===== src/rtl/opdec_pkg.sv =====
package opdec_pkg;

    localparam int CYC_BITS = 4;
    typedef logic [CYC_BITS-1:0] cyc_t;

    typedef enum logic [3:0] {
        MD_IMP  = 4'd0,
        MD_ACC  = 4'd1,
        MD_IMM  = 4'd2,
        MD_ZP   = 4'd3,
        MD_ZPX  = 4'd4,
        MD_ZPY  = 4'd5,
        MD_ABS  = 4'd6,
        MD_ABSX = 4'd7,
        MD_ABSY = 4'd8,
        MD_INDX = 4'd9,
        MD_INDY = 4'd10,
        MD_IND  = 4'd11,
        MD_REL  = 4'd12
    } amode_e;

    typedef enum logic [2:0] {
        IC_NONE   = 3'd0,
        IC_READ   = 3'd1,
        IC_WRITE  = 3'd2,
        IC_BRANCH = 3'd3,
        IC_OTHER  = 3'd4
    } iclass_e;

    typedef struct packed {
        logic    ok;
        amode_e  mode;
        iclass_e cls;
        cyc_t    ref_cyc;
    } dec_t;

    // Base cycle count from the family reference and the mode's adjustment
    function automatic cyc_t mode_adj(amode_e m, cyc_t r);
        case (m)
            MD_IMM:  return r - cyc_t'(2);
            MD_ZP:   return r - cyc_t'(1);
            MD_INDX: return r + cyc_t'(2);
            MD_INDY: return r + cyc_t'(1);
            MD_IND:  return r + cyc_t'(2);
            default: return r;
        endcase
    endfunction

    // Modes whose effective address is formed by adding an index to a 16-bit base
    function automatic logic page_mode(amode_e m);
        return (m == MD_ABSX) || (m == MD_ABSY) || (m == MD_INDY);
    endfunction

endpackage


===== src/rtl/opdec_modemap.sv =====
module opdec_modemap
    import opdec_pkg::*;
(
    input  logic [7:0] op,
    output dec_t       dec
);
    logic [2:0] grp;
    logic [2:0] col;
    logic [1:0] lane;

    assign grp  = op[7:5];
    assign col  = op[4:2];
    assign lane = op[1:0];

    always_comb begin
        dec = '0;
        case (lane)
            2'b01: begin
                // accumulator family; store variant has no immediate form
                dec.ok      = !(grp == 3'b100 && col == 3'b010);
                dec.cls     = (grp == 3'b100) ? IC_WRITE : IC_READ;
                dec.ref_cyc = cyc_t'(4);
                case (col)
                    3'b000:  dec.mode = MD_INDX;
                    3'b001:  dec.mode = MD_ZP;
                    3'b010:  dec.mode = MD_IMM;
                    3'b011:  dec.mode = MD_ABS;
                    3'b100:  dec.mode = MD_INDY;
                    3'b101:  dec.mode = MD_ZPX;
                    3'b110:  dec.mode = MD_ABSY;
                    default: dec.mode = MD_ABSX;
                endcase
            end
            2'b10: begin
                if (col == 3'b010) begin
                    dec.ok      = 1'b1;
                    dec.cls     = IC_OTHER;
                    dec.ref_cyc = cyc_t'(2);
                    dec.mode    = grp[2] ? MD_IMP : MD_ACC;
                end else if (col == 3'b110) begin
                    dec.ok      = (grp == 3'b100) || (grp == 3'b101);
                    dec.cls     = IC_OTHER;
                    dec.ref_cyc = cyc_t'(2);
                    dec.mode    = MD_IMP;
                end else if (grp == 3'b100 || grp == 3'b101) begin
                    // index-register X store / load, Y indexing
                    dec.cls     = grp[0] ? IC_READ : IC_WRITE;
                    dec.ref_cyc = cyc_t'(4);
                    case (col)
                        3'b000:  begin dec.mode = MD_IMM;  dec.ok = grp[0]; end
                        3'b001:  begin dec.mode = MD_ZP;   dec.ok = 1'b1;   end
                        3'b011:  begin dec.mode = MD_ABS;  dec.ok = 1'b1;   end
                        3'b101:  begin dec.mode = MD_ZPY;  dec.ok = 1'b1;   end
                        3'b111:  begin dec.mode = MD_ABSY; dec.ok = grp[0]; end
                        default: dec.ok = 1'b0;
                    endcase
                end else begin
                    // read-modify-write on memory
                    dec.cls     = IC_WRITE;
                    dec.ref_cyc = cyc_t'(6);
                    case (col)
                        3'b001:  begin dec.mode = MD_ZP;   dec.ok = 1'b1; end
                        3'b011:  begin dec.mode = MD_ABS;  dec.ok = 1'b1; end
                        3'b101:  begin dec.mode = MD_ZPX;  dec.ok = 1'b1; end
                        3'b111:  begin dec.mode = MD_ABSX; dec.ok = 1'b1; end
                        default: dec.ok = 1'b0;
                    endcase
                end
            end
            2'b00: begin
                if (col == 3'b100) begin
                    dec.ok = 1'b1; dec.mode = MD_REL;
                    dec.cls = IC_BRANCH; dec.ref_cyc = cyc_t'(2);
                end else if (col == 3'b110) begin
                    dec.ok = 1'b1; dec.mode = MD_IMP;
                    dec.cls = IC_OTHER; dec.ref_cyc = cyc_t'(2);
                end else if (col == 3'b010) begin
                    // stack pushes 3, pulls 4, register steps 2
                    dec.ok = 1'b1; dec.mode = MD_IMP; dec.cls = IC_OTHER;
                    dec.ref_cyc = grp[2] ? cyc_t'(2) : (grp[0] ? cyc_t'(4) : cyc_t'(3));
                end else if (col == 3'b000) begin
                    case (grp)
                        3'b000: begin dec.ok = 1'b1; dec.mode = MD_IMP; dec.cls = IC_OTHER; dec.ref_cyc = cyc_t'(7); end
                        3'b001: begin dec.ok = 1'b1; dec.mode = MD_ABS; dec.cls = IC_OTHER; dec.ref_cyc = cyc_t'(6); end
                        3'b010,
                        3'b011: begin dec.ok = 1'b1; dec.mode = MD_IMP; dec.cls = IC_OTHER; dec.ref_cyc = cyc_t'(6); end
                        3'b100: dec.ok = 1'b0;
                        default: begin dec.ok = 1'b1; dec.mode = MD_IMM; dec.cls = IC_READ; dec.ref_cyc = cyc_t'(4); end
                    endcase
                end else begin
                    // operand forms: test, jump, Y store/load, compares
                    dec.cls = (grp == 3'b100) ? IC_WRITE :
                              ((grp == 3'b010 || grp == 3'b011) ? IC_OTHER : IC_READ);
                    dec.ref_cyc = (grp == 3'b010 || grp == 3'b011) ? cyc_t'(3) : cyc_t'(4);
                    case (col)
                        3'b001: begin
                            dec.mode = MD_ZP;
                            dec.ok   = (grp != 3'b000) && (grp != 3'b010) && (grp != 3'b011);
                        end
                        3'b011: begin
                            dec.mode = (grp == 3'b011) ? MD_IND : MD_ABS;
                            dec.ok   = (grp != 3'b000);
                        end
                        3'b101: begin
                            dec.mode = MD_ZPX;
                            dec.ok   = (grp == 3'b100) || (grp == 3'b101);
                        end
                        default: begin
                            dec.mode = MD_ABSX;
                            dec.ok   = (grp == 3'b101);
                        end
                    endcase
                end
            end
            default: dec.ok = 1'b0;
        endcase
        if (!dec.ok) dec = '0;
    end

endmodule


===== src/rtl/opdec_reltarget.sv =====
module opdec_reltarget #(
    parameter int ADDR_W    = 16,
    parameter int OFF_W     = 8,
    parameter int PAGE_BITS = 8
) (
    input  logic [ADDR_W-1:0] pc,
    input  logic [OFF_W-1:0]  off,
    output logic [ADDR_W-1:0] target,
    output logic              far
);
    localparam int EXT_W = ADDR_W - OFF_W;

    logic [ADDR_W-1:0] nxt;
    logic [ADDR_W-1:0] ext;

    assign nxt    = pc + ADDR_W'(1);
    assign ext    = {{EXT_W{off[OFF_W-1]}}, off};
    assign target = nxt + ext;
    assign far    = target[ADDR_W-1:PAGE_BITS] != nxt[ADDR_W-1:PAGE_BITS];

endmodule


===== src/rtl/opdec_cycles.sv =====
module opdec_cycles
    import opdec_pkg::*;
(
    input  dec_t dec,
    input  logic page_x,
    input  logic taken,
    input  logic far,
    output cyc_t base,
    output cyc_t total
);
    logic fixed_extra;

    assign fixed_extra = (dec.cls == IC_WRITE) && page_mode(dec.mode);
    assign base        = mode_adj(dec.mode, dec.ref_cyc) + cyc_t'(fixed_extra);

    always_comb begin
        case (dec.cls)
            IC_READ:   total = base + cyc_t'(page_mode(dec.mode) && page_x);
            IC_BRANCH: total = base + cyc_t'(taken) + cyc_t'(taken && far);
            default:   total = base;
        endcase
    end

endmodule


===== src/rtl/opcode_cycle_decoder.sv =====
module opcode_cycle_decoder
    import opdec_pkg::*;
#(
    parameter int ADDR_W = 16,
    parameter int OFF_W  = 8,
    parameter int CYC_W  = 4
) (
    input  logic              clk,
    input  logic              rst,
    input  logic [7:0]        opcode,
    input  logic              page_x,
    input  logic              br_taken,
    input  logic [ADDR_W-1:0] pc,
    input  logic [OFF_W-1:0]  rel_off,
    output logic              valid_o,
    output logic [3:0]        mode_o,
    output logic [CYC_W-1:0]  base_cyc_o,
    output logic [CYC_W-1:0]  final_cyc_o,
    output logic [ADDR_W-1:0] target_o
);
    dec_t              dec;
    cyc_t              base_c;
    cyc_t              total_c;
    logic [ADDR_W-1:0] tgt_c;
    logic              far_c;

    opdec_modemap u_map (
        .op  (opcode),
        .dec (dec)
    );

    opdec_reltarget #(.ADDR_W(ADDR_W), .OFF_W(OFF_W)) u_rel (
        .pc     (pc),
        .off    (rel_off),
        .target (tgt_c),
        .far    (far_c)
    );

    opdec_cycles u_cyc (
        .dec    (dec),
        .page_x (page_x),
        .taken  (br_taken),
        .far    (far_c),
        .base   (base_c),
        .total  (total_c)
    );

    always_ff @(posedge clk) begin
        if (rst) begin
            valid_o     <= 1'b0;
            mode_o      <= 4'd0;
            base_cyc_o  <= '0;
            final_cyc_o <= '0;
            target_o    <= '0;
        end else begin
            valid_o     <= dec.ok;
            mode_o      <= dec.mode;
            base_cyc_o  <= CYC_W'(base_c);
            final_cyc_o <= CYC_W'(total_c);
            target_o    <= tgt_c;
        end
    end

    // Checks relating registered outputs to the sampled inputs
    logic [ADDR_W-1:0] chk_ext;
    assign chk_ext = {{(ADDR_W-OFF_W){rel_off[OFF_W-1]}}, rel_off};

    AST_RESET_CLEARS: assert property (@(posedge clk) rst |=> (!valid_o && base_cyc_o == '0 && target_o == '0));
    AST_UNDEFINED_QUIET: assert property (@(posedge clk) disable iff (rst)
        !valid_o |-> (mode_o == 4'd0 && base_cyc_o == '0 && final_cyc_o == '0));
    AST_EXTRA_BOUND: assert property (@(posedge clk) disable iff (rst)
        valid_o |-> (final_cyc_o >= base_cyc_o && final_cyc_o <= base_cyc_o + CYC_W'(2)));
    AST_SINGLE_EXTRA: assert property (@(posedge clk) disable iff (rst)
        (valid_o && mode_o != 4'd12) |-> (final_cyc_o <= base_cyc_o + CYC_W'(1)));
    AST_UNTAKEN_TWO: assert property (@(posedge clk) disable iff (rst)
        (opcode[4:0] == 5'h10 && !br_taken) |=> (final_cyc_o == CYC_W'(2)));
    AST_TARGET_SUM: assert property (@(posedge clk) disable iff (rst)
        1'b1 |=> (target_o == $past(pc) + ADDR_W'(1) + $past(chk_ext)));

endmodule


===== config.mk =====
export PLATFORM = sky130hd
export DESIGN_NAME = opcode_cycle_decoder
export DESIGN_NICKNAME = d
export VERILOG_FILES = /design/src/rtl/opdec_pkg.sv /design/src/rtl/opdec_modemap.sv /design/src/rtl/opdec_reltarget.sv /design/src/rtl/opdec_cycles.sv /design/src/rtl/opcode_cycle_decoder.sv
export SDC_FILE = /design/constraint.sdc
export NUM_CORES = 1
export LEC_CHECK = 0
export BUFFER_PORTS_ARGS = -buffer_cell sky130_fd_sc_hd__buf_2
export CORE_MARGIN = 8
export CORE_UTILIZATION = 35
export DETAILED_ROUTE_END_ITERATION = 10
export PLACE_DENSITY_LB_ADDON = 0.25
export SYNTH_ARGS = -nofsm -noshare
export SYNTH_HDL_FRONTEND = slang
export SYNTH_SLANG_ARGS = --single-unit

===== constraint.sdc =====
create_clock -name clk -period 3.4 [get_ports clk]
set_clock_uncertainty 0.05 [all_clocks]
set_input_delay 0.17 -clock clk [delete_from_list [all_inputs] [get_ports clk]]
set_output_delay 0.17 -clock clk [all_outputs]
set_load 0.03 [all_outputs]

======== Yosys cells after proc, flatten, opt, wreduce, memory -nomap -nowiden ========
Cells that the tools add are included.
word-level totals
  bits of input ports ..................... 36
  output and inout bits ................... 29
  register bits ........................... 29
  logic and storage cells ................. 91
operators by class
  multiplexer cells ....................... 29
  reductions and logical operators ........ 20
  equality and inequality tests ........... 27
  $add $sub $neg .......................... 10
operators by type and width
  kind                                           number
  two-way mux 12 bit                             8
  case mux 10 bit (4 select lines)               1
  case mux 11 bit (3 select lines)               1
  case mux 4 bit (7 select lines)                1
  case mux 4 bit (5 select lines)                1
  == test 3 x 2 -> 1 bit, second input constant  6
  == test 3 bit, second input constant           6
  adder 16 x 1 -> 16 bit, second input constant  1
  adder 16 bit                                   1
  adder 4 x 1 -> 4 bit                           4
  == test 4 bit, second input constant           4
  case mux 4 bit (4 select lines)                1
  case mux 5 bit (3 select lines)                1
  two-way mux 3 bit                              4
  case mux 3 bit (4 select lines)                1
  == test 3 x 1 -> 1 bit, second input constant  3
  == test 4 x 2 -> 1 bit, second input constant  2
  two-way mux 4 bit                              2
  != test 8 bit                                  1
  case mux 4 bit (2 select lines)                1
  logical AND 1 bit                              6
  logical NOT 3 bit                              2
  != test 3 x 2 -> 1 bit, second input constant  2
  OR reduction 2 bit                             3
  17 further kinds                               23

======== Logic depth before layout (Yosys ltp) ========
Gate-level depths: netlist of run 1.
  word-level depth ........................ 18
  depth in mapped cells ................... 22
  mapped depth without buffers ............ 22

======== By module ========
Synthesis of run 1 repeated with hierarchy kept, for this count alone.
second synthesis, totals
  cell total of the unflattened synthesis .. 406
  area total of the unflattened synthesis .. 3460.8 um^2
by module, submodules not included
  module                area each (um^2)  instances  seq. area each (um^2)  cells each
  opdec_reltarget       1266.2            1          0.0                    149
  opcode_cycle_decoder  882.1             1          580.6                  61
  opdec_modemap         675.6             1          0.0                    115
  opdec_cycles          636.9             1          0.0                    81

======== Worst setup path before layout of run 1 ========
OpenSTA, ideal clock, no wires.
  kind .................................... input port to flip-flop
  start point ............................. in pc[0]
  end point ............................... reg final_cyc_o[2]
  arrival time ............................ 3.582 ns
  library setup time ...................... 0.128 ns
  path slack .............................. -0.359 ns
  required time ........................... 3.222 ns
  stages on the path ...................... 21
  path buffers ............................ 0
  cells stage by stage .................... ha_1 -> and3_1 -> nand3_1 -> xnor2_1 -> ha_1 -> inv_1 -> o21bai_1 -> nor3_1 -> a211o_1 -> o21ai_0 -> o21a_1 -> nor2_1 -> xnor2_1 -> o41ai_1 -> fa_1 -> inv_1 -> ha_1 -> mux2_2 -> nand2_1 -> xnor2_1 -> nor2_1
between the ends
  cells in the longest elaborated chain, start to end .. 6
ends and longest elaborated chain
  what                               RTL line                    source
  from (decl)                        opcode_cycle_decoder.sv:13  input logic [ADDR_W-1:0] pc,
  adder 16 x 1 -> 16 bit *           opdec_reltarget.sv:16       assign nxt = pc + ADDR_W'(1);
  adder 16 bit                       opdec_reltarget.sv:18       assign target = nxt + ext;
  != test 8 bit *                    opdec_reltarget.sv:19       assign far = target[ADDR_W-1:PAGE_BITS] != nxt[ADDR_W-1:PAGE_BITS];
  logical AND 1 bit *                opdec_cycles.sv:19          IC_BRANCH: total = base + cyc_t'(taken) + cyc_t'(taken && far);
  adder 4 x 1 -> 4 bit *             opdec_cycles.sv:19
  case mux 4 bit (2 select lines) *  opdec_cycles.sv:17          case (dec.cls)
  to (signal assigned)               opcode_cycle_decoder.sv:59  final_cyc_o <= CYC_W'(total_c);
  to (decl)                          opcode_cycle_decoder.sv:18  output logic [CYC_W-1:0] final_cyc_o,
Mark *: on every way between the ends. The rest lies on a longest branch, timed or not.
A chain may end at the register's enable or synchronous reset.

======== Worst setup path after layout of run 1 ========
Same ends and word-level chain as after synthesis.

==> results of run 1 <==
## kinds of logic after synthesis
| kind of cell | after synthesis | share of synthesized area (%) |
|---|---|---|
| simple gates | 145 | 25.2 |
| compound gates | 98 | 25.4 |
| xor+xnor | 38 | 11.3 |
| buf+inv | 36 | 5.81 |
| flops | 29 | 18.2 |
| fa+ha+maj | 27 | 11.5 |
| mux | 7 | 2.43 |
## metrics by stage
step	hold WS [ps]	worst slack [ps]	utilization [%]	area, µm²
2_1_floorplan	344	-193	-	3260
3_3_place_gp	512	-466	50.3	4540
3_5_place_dp	493	-573	50.3	4540
4_1_cts	213	-120	53.0	4780
5_1_grt	238	-421	54.8	4940
6_report	223	-205	54.8	4940
## sequential cells by signal (all words and copies together) (netlist names)
name / flops
target_o: 16
mode_o: 4
valid_o: 1
base_cyc_o: 4
final_cyc_o: 4
## routing by layer
layer / wire length (µm) / track usage (%) / up-vias
met1: 4410 / 18.1 / 1624
met5: 0 / 0 / -
li1: - / - / 1742
met4: 202 / 6.49 / 0
met3: 191 / 1.77 / 16
met2: 5170 / 28.4 / 74
## critical path, stage by stage
cell and delay (ps):
sky130_fd_sc_hd__buf_4 110, sky130_fd_sc_hd__buf_4 130, sky130_fd_sc_hd__nand3_1 100, sky130_fd_sc_hd__xnor2_1 150
sky130_fd_sc_hd__ha_1 320, sky130_fd_sc_hd__o21ai_0 140, sky130_fd_sc_hd__o21a_1 240, sky130_fd_sc_hd__o31ai_4 290
sky130_fd_sc_hd__a21oi_2 110, sky130_fd_sc_hd__buf_4 140, sky130_fd_sc_hd__xnor2_1 210, sky130_fd_sc_hd__xor2_1 100
sky130_fd_sc_hd__nor3_1 150, sky130_fd_sc_hd__nand4b_1 130, sky130_fd_sc_hd__o41ai_2 260, sky130_fd_sc_hd__fa_2 270
sky130_fd_sc_hd__inv_2 50, sky130_fd_sc_hd__ha_4 140, sky130_fd_sc_hd__mux2_2 260, sky130_fd_sc_hd__nand2_2 70
sky130_fd_sc_hd__xnor2_1 110, sky130_fd_sc_hd__nor2_1 50
## power breakdown
part           switching (mW)  internal [mW]
logic                   0.430          0.402
registers             0.00948          0.378
clock network           0.148          0.141
## cell usage in the layout (no fill, tap or decap), drive strengths merged, types with 6 or more instances in the layout
cell type,n
a211oi,6
a21oi,23
and2,6
and3,7
buf,198
dfxtp,29
ha,23
inv,19
nand2,18
nand2b,11
nand3,12
nor2,41
nor2b,7
nor3,11
o21a,9
o21ai,15
or3,6
xnor2,21
xor2,16
## area by class of cell
cell class,instances,area [µm²]
Fill cell,843,4080
Multi-Input combinational cell,315,2670
Timing Repair Buffer,198,1400
Sequential cell,29,581
Tap cell,111,139
Inverter,19,71.3
Clock buffer,5,68.8
Clock inverter,3,17.5
## repair_timing
action,CTS,global route
hold buffers,0,0
buffers inserted,6,8
gates resized for setup,22,20
endpoints found under the setup margin,4,5
pin swaps,9,16
## worst max-delay path by stage
| stage | start | to | slack (ps) | cells after the start |
|---|---|---|---|---|
| floorplan | pc[3] | final_cyc_o[2]$_SDFF_PP0_ | -190 | 21 |
| global placement | pc[3] | final_cyc_o[2]$_SDFF_PP0_ | -470 | 22 |
| detailed placement | pc[0] | final_cyc_o[2]$_SDFF_PP0_ | -570 | 19 |
| CTS | pc[4] | final_cyc_o[2]$_SDFF_PP0_ | -120 | 22 |
| global route | pc[0] | final_cyc_o[3]$_SDFF_PP0_ | -420 | 20 |
| finish | pc[0] | final_cyc_o[2]$_SDFF_PP0_ | -200 | 22 |
==> impl_metrics.tcl, run 1 <==
set metrics [dict create \
    global_route.usage.total_pct 15.6 \
    tritoncts.num_buffers 5 \
    tritoncts "built" \
    grt_start_max_net_pins 22 \
    ys.flop_type "sky130_fd_sc_hd__dfxtp_1" \
    area_share_of_the_largest_cell_type_after_synthesis_pct 18.2 \
    place_inst 658 \
    1st_iter_drt_viols 90 \
    slew_headroom_pct 69.6 \
    placement.io_buffers 64 \
    dieHeight_um 111 \
    grt_pass1_wl_mm 16.8 \
    place.detailed.hpwl_mm 7.86 \
    clkSlewWorstSetupHoldPaths_ps 80 \
    finalHoldViolations 0 \
    post-layout-total-power_mw 1.51 \
    critPathRequiredTime_ps 3510 \
    final_cell_count_no_fill 680 \
    fin_setup_tns_ps -448 \
    status "finished with violations" \
    dieArea_um2 12400 \
    power_per_cell_area_nw_per_um2 305 \
    antenna_violating_nets_post_route 0 \
    ctsHtreeMaxLevel 2 \
    period_share_pct 106 \
    number_of_flip_flops_and_latches_in_the_synthesized_netlist 29 \
    gpl.final_weighted_congestion 0.846 \
    crit_path_max_fanout 4 \
    post-route-worst-setup-slack_ps -205 \
    synth-seq-area-share_pct 18.2 \
    path_category_of_the_worst_min_delay_check "primary input to register" \
    antenna_found_initial 0 \
    drive_above_1_share_pct 48.9 \
    worst_ir_drop_on_vdd_mv 0.167 \
    diodes 0 \
    crit_arrival_ps 3720 \
    maximum_clock_frequency_ghz 0.277 \
    layout.nets 631 \
    unrepaired_setup_endpoints_after_global_routing "true" \
    yosys.cell_types.count 81 \
    yosysMostFrequentCell "sky130_fd_sc_hd__nor2_1" \
    setup_viol_count_final 4 \
    cap_viol_max_count 0 \
    netlist_top_cells_area "sky130_fd_sc_hd__dfxtp_1, sky130_fd_sc_hd__ha_1, sky130_fd_sc_hd__xnor2_1, sky130_fd_sc_hd__nor2_1, sky130_fd_sc_hd__xor2_1" \
    synth_cells 380 \
    critical_path_start_end_classification "primary input to register" \
    timing.hold.worst.start "rel_off[0]" \
    routed_wl_mm 9.97 \
    core_um2 9020 \
    synthArstFlopShare_pct 0 \
    biggest_area_consumer_among_synthesized_cells "sky130_fd_sc_hd__dfxtp_1" \
    startpoint_class_of_the_critical_path "primary input" \
    clkSinkCount 29 \
    start_util_pct 35.3 \
    synth_edf_count 0 \
    gr-total-overflow 0 \
    routedWlPerCell_um 14.7 \
    root_buffer "sky130_fd_sc_hd__clkbuf_8" \
    post-route-drc-count 0 \
    floorplan.rows 35 \
    worstSetupEndpointType "register" \
    worst_hold_path.endpoint "target_o[0]$_SDFF_PP0_" \
    leakage_power_figure_nw 2.33 \
    pin_slew_with_the_least_headroom_to_its_limit_ps 445 \
    ys.warnings.count 0 \
    cts_max_path_buffers 2 \
    violations "setup timing" \
    netlist_area_um2 3190 \
    detailroute.via_count 3456 \
    finalMaxSlewViolations 0 \
    drt-vias-per-instance 5.08 \
    ioPinCount 65 \
    syn_nets 443 \
    finalWorstPathRequiredPeriod_ps 3600 \
    syn_avg_cell_area_um2 8.39 \
    die-width_um 111 \
    hold_critical_path_depth 3 \
    flow.area_growth_from_synthesis_pct 55.1 \
    vias_in_the_first_global_route 3715 \
    synth.cells.most_frequent "sky130_fd_sc_hd__nor2_1, sky130_fd_sc_hd__dfxtp_1, sky130_fd_sc_hd__ha_1" \
    drtPass1Iterations 4 \
]
Power figures use the tool's default switching activity.
==> run 2: changes to the inputs <==
==> constraint.sdc (replaced) <==
create_clock -name clk -period 3.4 [get_ports clk]
set_clock_uncertainty 0.05 [all_clocks]
set_input_delay 1.02 -clock clk [delete_from_list [all_inputs] [get_ports clk]]
set_output_delay 1.02 -clock clk [all_outputs]
set_load 0.03 [all_outputs]
==> run 2 against run 1 <==
The run still ends with setup timing left. Cell area rose by 9.9%. Sequential power about the same. Global-route usage decreased by 0.20 points. Core utilization is 5.4 points higher. Non-clock buffer count is 17 higher. Critical path depth grew 1. Via count increased by 1.0%. Die area did not move. Sequential share of layout area down 1.1 points. Hold slack better by 830 ps. Highest routed layer unchanged.
==> impl_metrics.tcl, run 2 (same netlist as run 1, synthesis figures left out) <==
set metrics [dict create \
    status "finished with violations" \
    violations "setup timing" \
    path_category_of_the_worst_min_delay_check "primary input to register" \
    vias_in_the_first_global_route 3606 \
    largest_register_ffs 16 \
    critical_path_cell_count 23 \
    routedWlPerCell_um 14.8 \
    critPathRequiredTime_ps 3520 \
    detailroute.via_count 3491 \
    setup_viol_count_final 8 \
    flow.area_growth_from_synthesis_pct 70.5 \
    drt-vias-per-instance 5.01 \
    worstPathCellList "buf_6 -> and3_4 -> and2_4 -> nand3_4 -> nor2b_2 -> xor2_1 -> ha_1 -> buf_4 -> a21oi_2 -> nor2_4 -> nor4_4 -> a21oi_2 -> xnor2_2 -> nor2_1 -> nand4b_1 -> o41ai_2 -> fa_2 -> inv_2 -> ha_4 -> mux2_4 -> nand2_4 -> xnor2_2 -> nor2_1" \
    finalWorstPathRequiredPeriod_ps 4590 \
    critical_path_start_end_classification "primary input to register" \
    slew_headroom_pct 72.6 \
    netSwitchingFraction_pct 37.6 \
    floorplan.rows 35 \
    post-route-drc-count 0 \
    start_util_pct 35.3 \
    worst_ir_drop_on_vdd_mv 0.218 \
    layout.nets 648 \
    pin_slew_with_the_least_headroom_to_its_limit_ps 407 \
    switchingPower_mw 0.617 \
    layout.cells.most_common_list "sky130_fd_sc_hd__buf_4, sky130_fd_sc_hd__buf_2, sky130_fd_sc_hd__nor2_1" \
    diodes 0 \
    global_route.usage.total_pct 15.4 \
    share_clk_of_total_power_pct 19.9 \
    critPathLaunch "pc[2]" \
    post-route-worst-setup-slack_ps -1190 \
    startpoint_class_of_the_critical_path "primary input" \
    gpl.final_weighted_congestion 0.896 \
    cts_max_path_buffers 2 \
    dieHeight_um 111 \
    mostFrequentLayoutCell "sky130_fd_sc_hd__buf_4" \
    die-width_um 111 \
    root_buffer "sky130_fd_sc_hd__clkbuf_8" \
    finalHoldViolations 0 \
    critical_path_buf_inv_count 3 \
    cpMaxStageDelayCell "sky130_fd_sc_hd__o41ai_2" \
    crit_arrival_ps 4710 \
    max_flop_register "target_o" \
    ioPinCount 65 \
    fin_setup_tns_ps -5240 \
    cap_viol_max_count 0 \
    power_per_cell_area_nw_per_um2 302 \
    use_met1_pct 18.0 \
    critPathCapture "final_cyc_o[2]$_SDFF_PP0_" \
    finalMaxSlewViolations 0 \
    post-layout-total-power_mw 1.64 \
    1st_iter_drt_viols 81 \
    grt_pass1_wl_mm 16.4 \
    placement.io_buffers 64 \
    grt_start_max_net_pins 21 \
    top_usage_layer "met2" \
    ctsHtreeMaxLevel 2 \
    dieArea_um2 12400 \
    leakage_power_figure_nw 2.53 \
    maximum_cell_stage_delay_along_the_critical_path_ps 380 \
    fillCellCount 797 \
    antenna_violating_nets_post_route 0 \
    unrepaired_setup_endpoints_after_global_routing "true" \
    clkSlewWorstSetupHoldPaths_ps 60 \
    gr-total-overflow 0 \
    seq_power_share_pct 23.6 \
    use_met3_pct 1.99 \
    crit_path_max_fanout 3 \
    period_share_pct 135 \
    tritoncts.num_buffers 5 \
    core_um2 9020 \
    place.detailed.hpwl_mm 7.90 \
    tritoncts "built" \
    maximum_clock_frequency_ghz 0.218 \
    routed_wl_mm 10.3 \
    worstSetupEndpointType "register" \
    p_int_mw 1.03 \
    comb_power_share_pct 56.6 \
    drive_above_1_share_pct 55.8 \
    clkSinkCount 29 \
    critPathTopFamily "simple AND/OR/NAND/NOR gates" \
    antenna_found_initial 0 \
    grt.met2_usage_pct 28.2 \
    drtPass1Iterations 4 \
    ctsHoldBuffers 0 \
]
-- run 2: changes by cell type in the layout (fill, tap and decap cells not counted), moves of 3 or more --
cell / before / now
sky130_fd_sc_hd__buf_6: 6 / 18
sky130_fd_sc_hd__buf_4: 130 / 138
sky130_fd_sc_hd__buf_2: 59 / 55
sky130_fd_sc_hd__nand2b_1: 11 / 7
sky130_fd_sc_hd__nor2_1: 38 / 34
sky130_fd_sc_hd__ha_4: 3 / 6
sky130_fd_sc_hd__nand2_4: 0 / 3
sky130_fd_sc_hd__nand2b_4: 0 / 3
sky130_fd_sc_hd__nand3_2: 6 / 3
sky130_fd_sc_hd__nand3_4: 0 / 3
sky130_fd_sc_hd__xnor2_1: 15 / 12
-- run 2: timing repair --
action                                  4_1_cts  5_1_grt
gates cloned                                  1        0
endpoints found under the setup margin        9        9
buffers inserted                             15        9
resized for setup                            55       40
pin swaps                                    29       28
-- run 2: power groups by stage --
stage | logic [mW] | clock network [mW] | registers, mW
floorplan | 0.393 | 0 | 0.474
global placement | 0.778 | 0 | 0.394
detailed placement | 0.786 | 0 | 0.395
CTS | 0.859 | 0.334 | 0.387
global route | 0.999 | 0.347 | 0.391
finish | 0.929 | 0.326 | 0.387
-- run 2: worst min-delay path by stage --
stage,start,endpoint,slack (ps),depth (start not counted)
2_1_floorplan,rel_off[0],target_o[0]$_SDFF_PP0_,1190,2
3_3_place_gp,rel_off[0],target_o[0]$_SDFF_PP0_,1340,3
5_1_grt,rel_off[0],target_o[0]$_SDFF_PP0_,1090,3
6_report,rel_off[0],target_o[0]$_SDFF_PP0_,1050,3
4_1_cts,rel_off[0],target_o[0]$_SDFF_PP0_,1040,3
3_5_place_dp,rel_off[0],target_o[0]$_SDFF_PP0_,1340,3
-- run 2: per-stage QoR --
stage | setup WS, ps | cells | area [µm²] | util, % | hold WS [ps]
2_1_floorplan | -1040 | 380 | 3380 | - | 1190
3_3_place_gp | -1340 | 667 | 4710 | 52.2 | 1340
3_5_place_dp | -1440 | 667 | 4710 | 52.2 | 1340
4_1_cts | -1070 | 690 | 5170 | 57.3 | 1040
5_1_grt | -1360 | 697 | 5430 | 60.2 | 1090
6_report | -1190 | 697 | 5430 | 60.2 | 1050
-- run 2: final cells by class --
type                       instances  area (µm²)  share of cell area (%)
clock buffer                       7        96.3                    1.77
tap                              111         139                    2.56
clock inverter                     1        5.00                  0.0921
multi-input combinational        315        2950                    54.3
sequential                        29         581                    10.7
timing repair buffer             215        1590                    29.2
inverter                          19        73.8                    1.36
-- run 2: tightest hold or removal path: stages --
cell                      delay [ps]
sky130_fd_sc_hd__buf_2            80
sky130_fd_sc_hd__ha_1            120
sky130_fd_sc_hd__nor2b_1         130
-- run 2: routing by layer --
layer	vias to the layer above	part of all wire, %
met1	1646	45
met5	-	0
li1	1779	-
met3	12	2.0
met4	0	1.8
met2	54	52
==> run 3: changes to the inputs <==
- SYNTH_HIERARCHICAL: not set -> 1
==> run 3 against run 2 <==
The run still ends with setup timing left. Setup slack got worse by 180 ps. Power increased by 11%. Fmax decreased by 3.8%. Global-route usage increased by 1.3 points. Hold slack got worse by 35 ps. Count of clock-buffer cells in the layout unchanged. Combinational power increased by 14%. Largest cell class unchanged. Highest routed layer unchanged.
==> impl_metrics.tcl, run 3 <==
set metrics [dict create \
    unrepaired_setup_endpoints_after_global_routing "true" \
    synth.cells.most_frequent "sky130_fd_sc_hd__dfxtp_1, sky130_fd_sc_hd__ha_1, sky130_fd_sc_hd__nor2_1" \
    ioPinCount 65 \
    start_util_pct 35.7 \
    leakage_power_figure_nw 2.73 \
    grt_start_max_net_pins 30 \
    startpoint_class_of_the_critical_path "primary input" \
    finalMaxSlewViolations 0 \
    synthArstFlopShare_pct 0 \
    cts_max_path_buffers 2 \
    crit_path_max_fanout 6 \
    maximum_clock_frequency_ghz 0.210 \
    1st_iter_drt_viols 132 \
    ctsHoldBuffers 0 \
    clkSinkCount 29 \
    synth_edf_count 0 \
    layout.cells.most_common_list "sky130_fd_sc_hd__buf_4, sky130_fd_sc_hd__buf_2, sky130_fd_sc_hd__dfxtp_1" \
    yosysMostFrequentCell "sky130_fd_sc_hd__dfxtp_1" \
    synth-seq-area-share_pct 16.8 \
    tritoncts.num_buffers 5 \
    total_placed_instance_area_um2 4960 \
    period_share_pct 140 \
    post-route-drc-count 0 \
    synth_cells 406 \
    place.detailed.hpwl_mm 8.00 \
    post_route_utilization_pct 60.8 \
    layout.cell_area.non_filler_um2 5890 \
    timing.hold.ws_ps 1020 \
    crit_arrival_ps 4910 \
    netlist_top_cells_area "sky130_fd_sc_hd__dfxtp_1, sky130_fd_sc_hd__ha_1, sky130_fd_sc_hd__xnor2_1, sky130_fd_sc_hd__nor2b_4, sky130_fd_sc_hd__a21oi_1" \
    worst_ir_drop_on_vdd_mv 0.152 \
    routedWlPerCell_um 14.8 \
    clkSlewWorstSetupHoldPaths_ps 70 \
    critPathRequiredTime_ps 3530 \
    largest_register_ffs 16 \
    tritoncts "built" \
    netlist_area_um2 3460 \
    syn_nets 473 \
    slew_headroom_pct 44.5 \
    post-layout-total-power_mw 1.82 \
    number_of_flip_flops_and_latches_in_the_synthesized_netlist 29 \
    biggest_area_consumer_among_synthesized_cells "sky130_fd_sc_hd__dfxtp_1" \
    ys.warnings.count 6 \
    die-width_um 115 \
    detailroute.via_count 3934 \
    flow.area_growth_from_synthesis_pct 70.1 \
    status "finished with violations" \
    syn_avg_cell_area_um2 8.52 \
    cap_viol_max_count 0 \
    dieHeight_um 115 \
    grt_pass1_wl_mm 18.5 \
    gr-total-overflow 0 \
    global_route.usage.total_pct 16.8 \
    drt-vias-per-instance 5.10 \
    finalHoldViolations 0 \
    max_flop_register "target_o" \
    root_buffer "sky130_fd_sc_hd__clkbuf_8" \
    routed_wl_mm 11.4 \
    diodes 0 \
    ctsHtreeMaxLevel 2 \
    vias_in_the_first_global_route 4074 \
    critical_path_start_end_classification "primary input to register" \
    pin_slew_with_the_least_headroom_to_its_limit_ps 832 \
    gpl.final_weighted_congestion 0.903 \
    power_per_cell_area_nw_per_um2 310 \
    yosys.cell_types.count 83 \
    dieArea_um2 13300 \
    worstSetupEndpointType "register" \
    area_share_of_the_largest_cell_type_after_synthesis_pct 16.8 \
    setup_viol_count_final 11 \
    core_um2 9680 \
    drive_above_1_share_pct 54.4 \
    finalWorstPathRequiredPeriod_ps 4770 \
    drtPass1Iterations 4 \
    antenna_violating_nets_post_route 0 \
    post-route-worst-setup-slack_ps -1370 \
    violations "setup timing" \
    placement.io_buffers 64 \
    antenna_found_initial 0 \
    ys.flop_type "sky130_fd_sc_hd__dfxtp_1" \
    floorplan.rows 36 \
    mostFrequentLayoutCell "sky130_fd_sc_hd__buf_4" \
    path_category_of_the_worst_min_delay_check "primary input to register" \
    fin_setup_tns_ps -8770 \
    layout.nets 704 \
]
-- run 3: cell count changes in the layout (fill, tap and decap cells not counted), moves of 6 or more --
cell	previous run	this run
sky130_fd_sc_hd__a21o_1	2	9
sky130_fd_sc_hd__a21oi_1	14	21
sky130_fd_sc_hd__buf_4	138	169
sky130_fd_sc_hd__nand2_1	14	20
sky130_fd_sc_hd__nor2_1	34	24
sky130_fd_sc_hd__nor2b_1	6	16
sky130_fd_sc_hd__nor2b_4	0	10
sky130_fd_sc_hd__o211ai_1	1	7
sky130_fd_sc_hd__o21a_1	9	0
-- run 3: path summary, 6_finish.rpt --
path | startpoint | endpoint | slack (ps) | depth (start not counted)
hold / removal | rel_off[0] | target_o[0]$_SDFF_PP0_ | 1020 | 3
setup / recovery | opcode[6] | final_cyc_o[3]$_SDFF_PP0_ | -1370 | 18
-- run 3: per-layer routing --
layer	global-route usage [%]	vias to the layer above	part of all wire, %
met4	5.52	0	2.2
met2	31.9	119	54
met3	1.98	23	4.6
met1	18.8	1858	40
li1	-	1934	-
met5	0	-	0
-- run 3: cell families after synthesis --
group	after synthesis	synth area share [%]
compound gates	103	22.0
xor+xnor	44	13.1
fa+ha+maj	31	12.1
buf+inv	39	5.93
flops	29	16.8
mux	4	1.19
other cells	1	0.108
simple gates	155	28.9
-- run 3: through the flow --
step                      cells  setup slack (ps)
after global routing        771             -1570
after CTS                   758             -1250
after global placement      714             -1550
final                       771             -1370
after floorplan             406             -1460
after detailed placement    714             -1640
-- run 3: area by class of cell --
class / count / area [µm²]
inverter: 17 / 65.1
fill: 843 / 3800
multi-input combinational: 338 / 3150
sequential: 29 / 581
clock inverter: 1 / 30.0
timing repair buffer: 246 / 1810
tap: 133 / 166
clock buffer: 7 / 86.3
-- run 3: timing repair --
| item | 4_1_cts | 5_1_grt |
|---|---|---|
| gates cloned | 0 | 0 |
| gates resized for setup | 69 | 25 |
| pin swaps | 55 | 53 |
| endpoints found under the setup margin | 10 | 11 |
| buffers inserted | 38 | 17 |
-- run 3: report_power, final --
group / internal (mW) / switching (mW)
Combinational: 0.551 / 0.505
Clock: 0.239 / 0.139
Sequential: 0.382 / 0.00957
-- run 3: worst max-delay path: stages --
cell and delay (ps):
sky130_fd_sc_hd__buf_6 90, sky130_fd_sc_hd__and2b_2 270, sky130_fd_sc_hd__o21ai_2 70, sky130_fd_sc_hd__o2111a_1 110
sky130_fd_sc_hd__o32a_1 410, sky130_fd_sc_hd__buf_12 170, sky130_fd_sc_hd__a221oi_4 210, sky130_fd_sc_hd__nor3b_4 250
sky130_fd_sc_hd__fa_1 460, sky130_fd_sc_hd__mux2_4 290, sky130_fd_sc_hd__a221oi_4 260, sky130_fd_sc_hd__o22a_1 240
sky130_fd_sc_hd__ha_4 160, sky130_fd_sc_hd__nand4bb_1 160, sky130_fd_sc_hd__or4_4 450, sky130_fd_sc_hd__nand3_2 80
sky130_fd_sc_hd__xnor2_1 60, sky130_fd_sc_hd__and2b_1 150
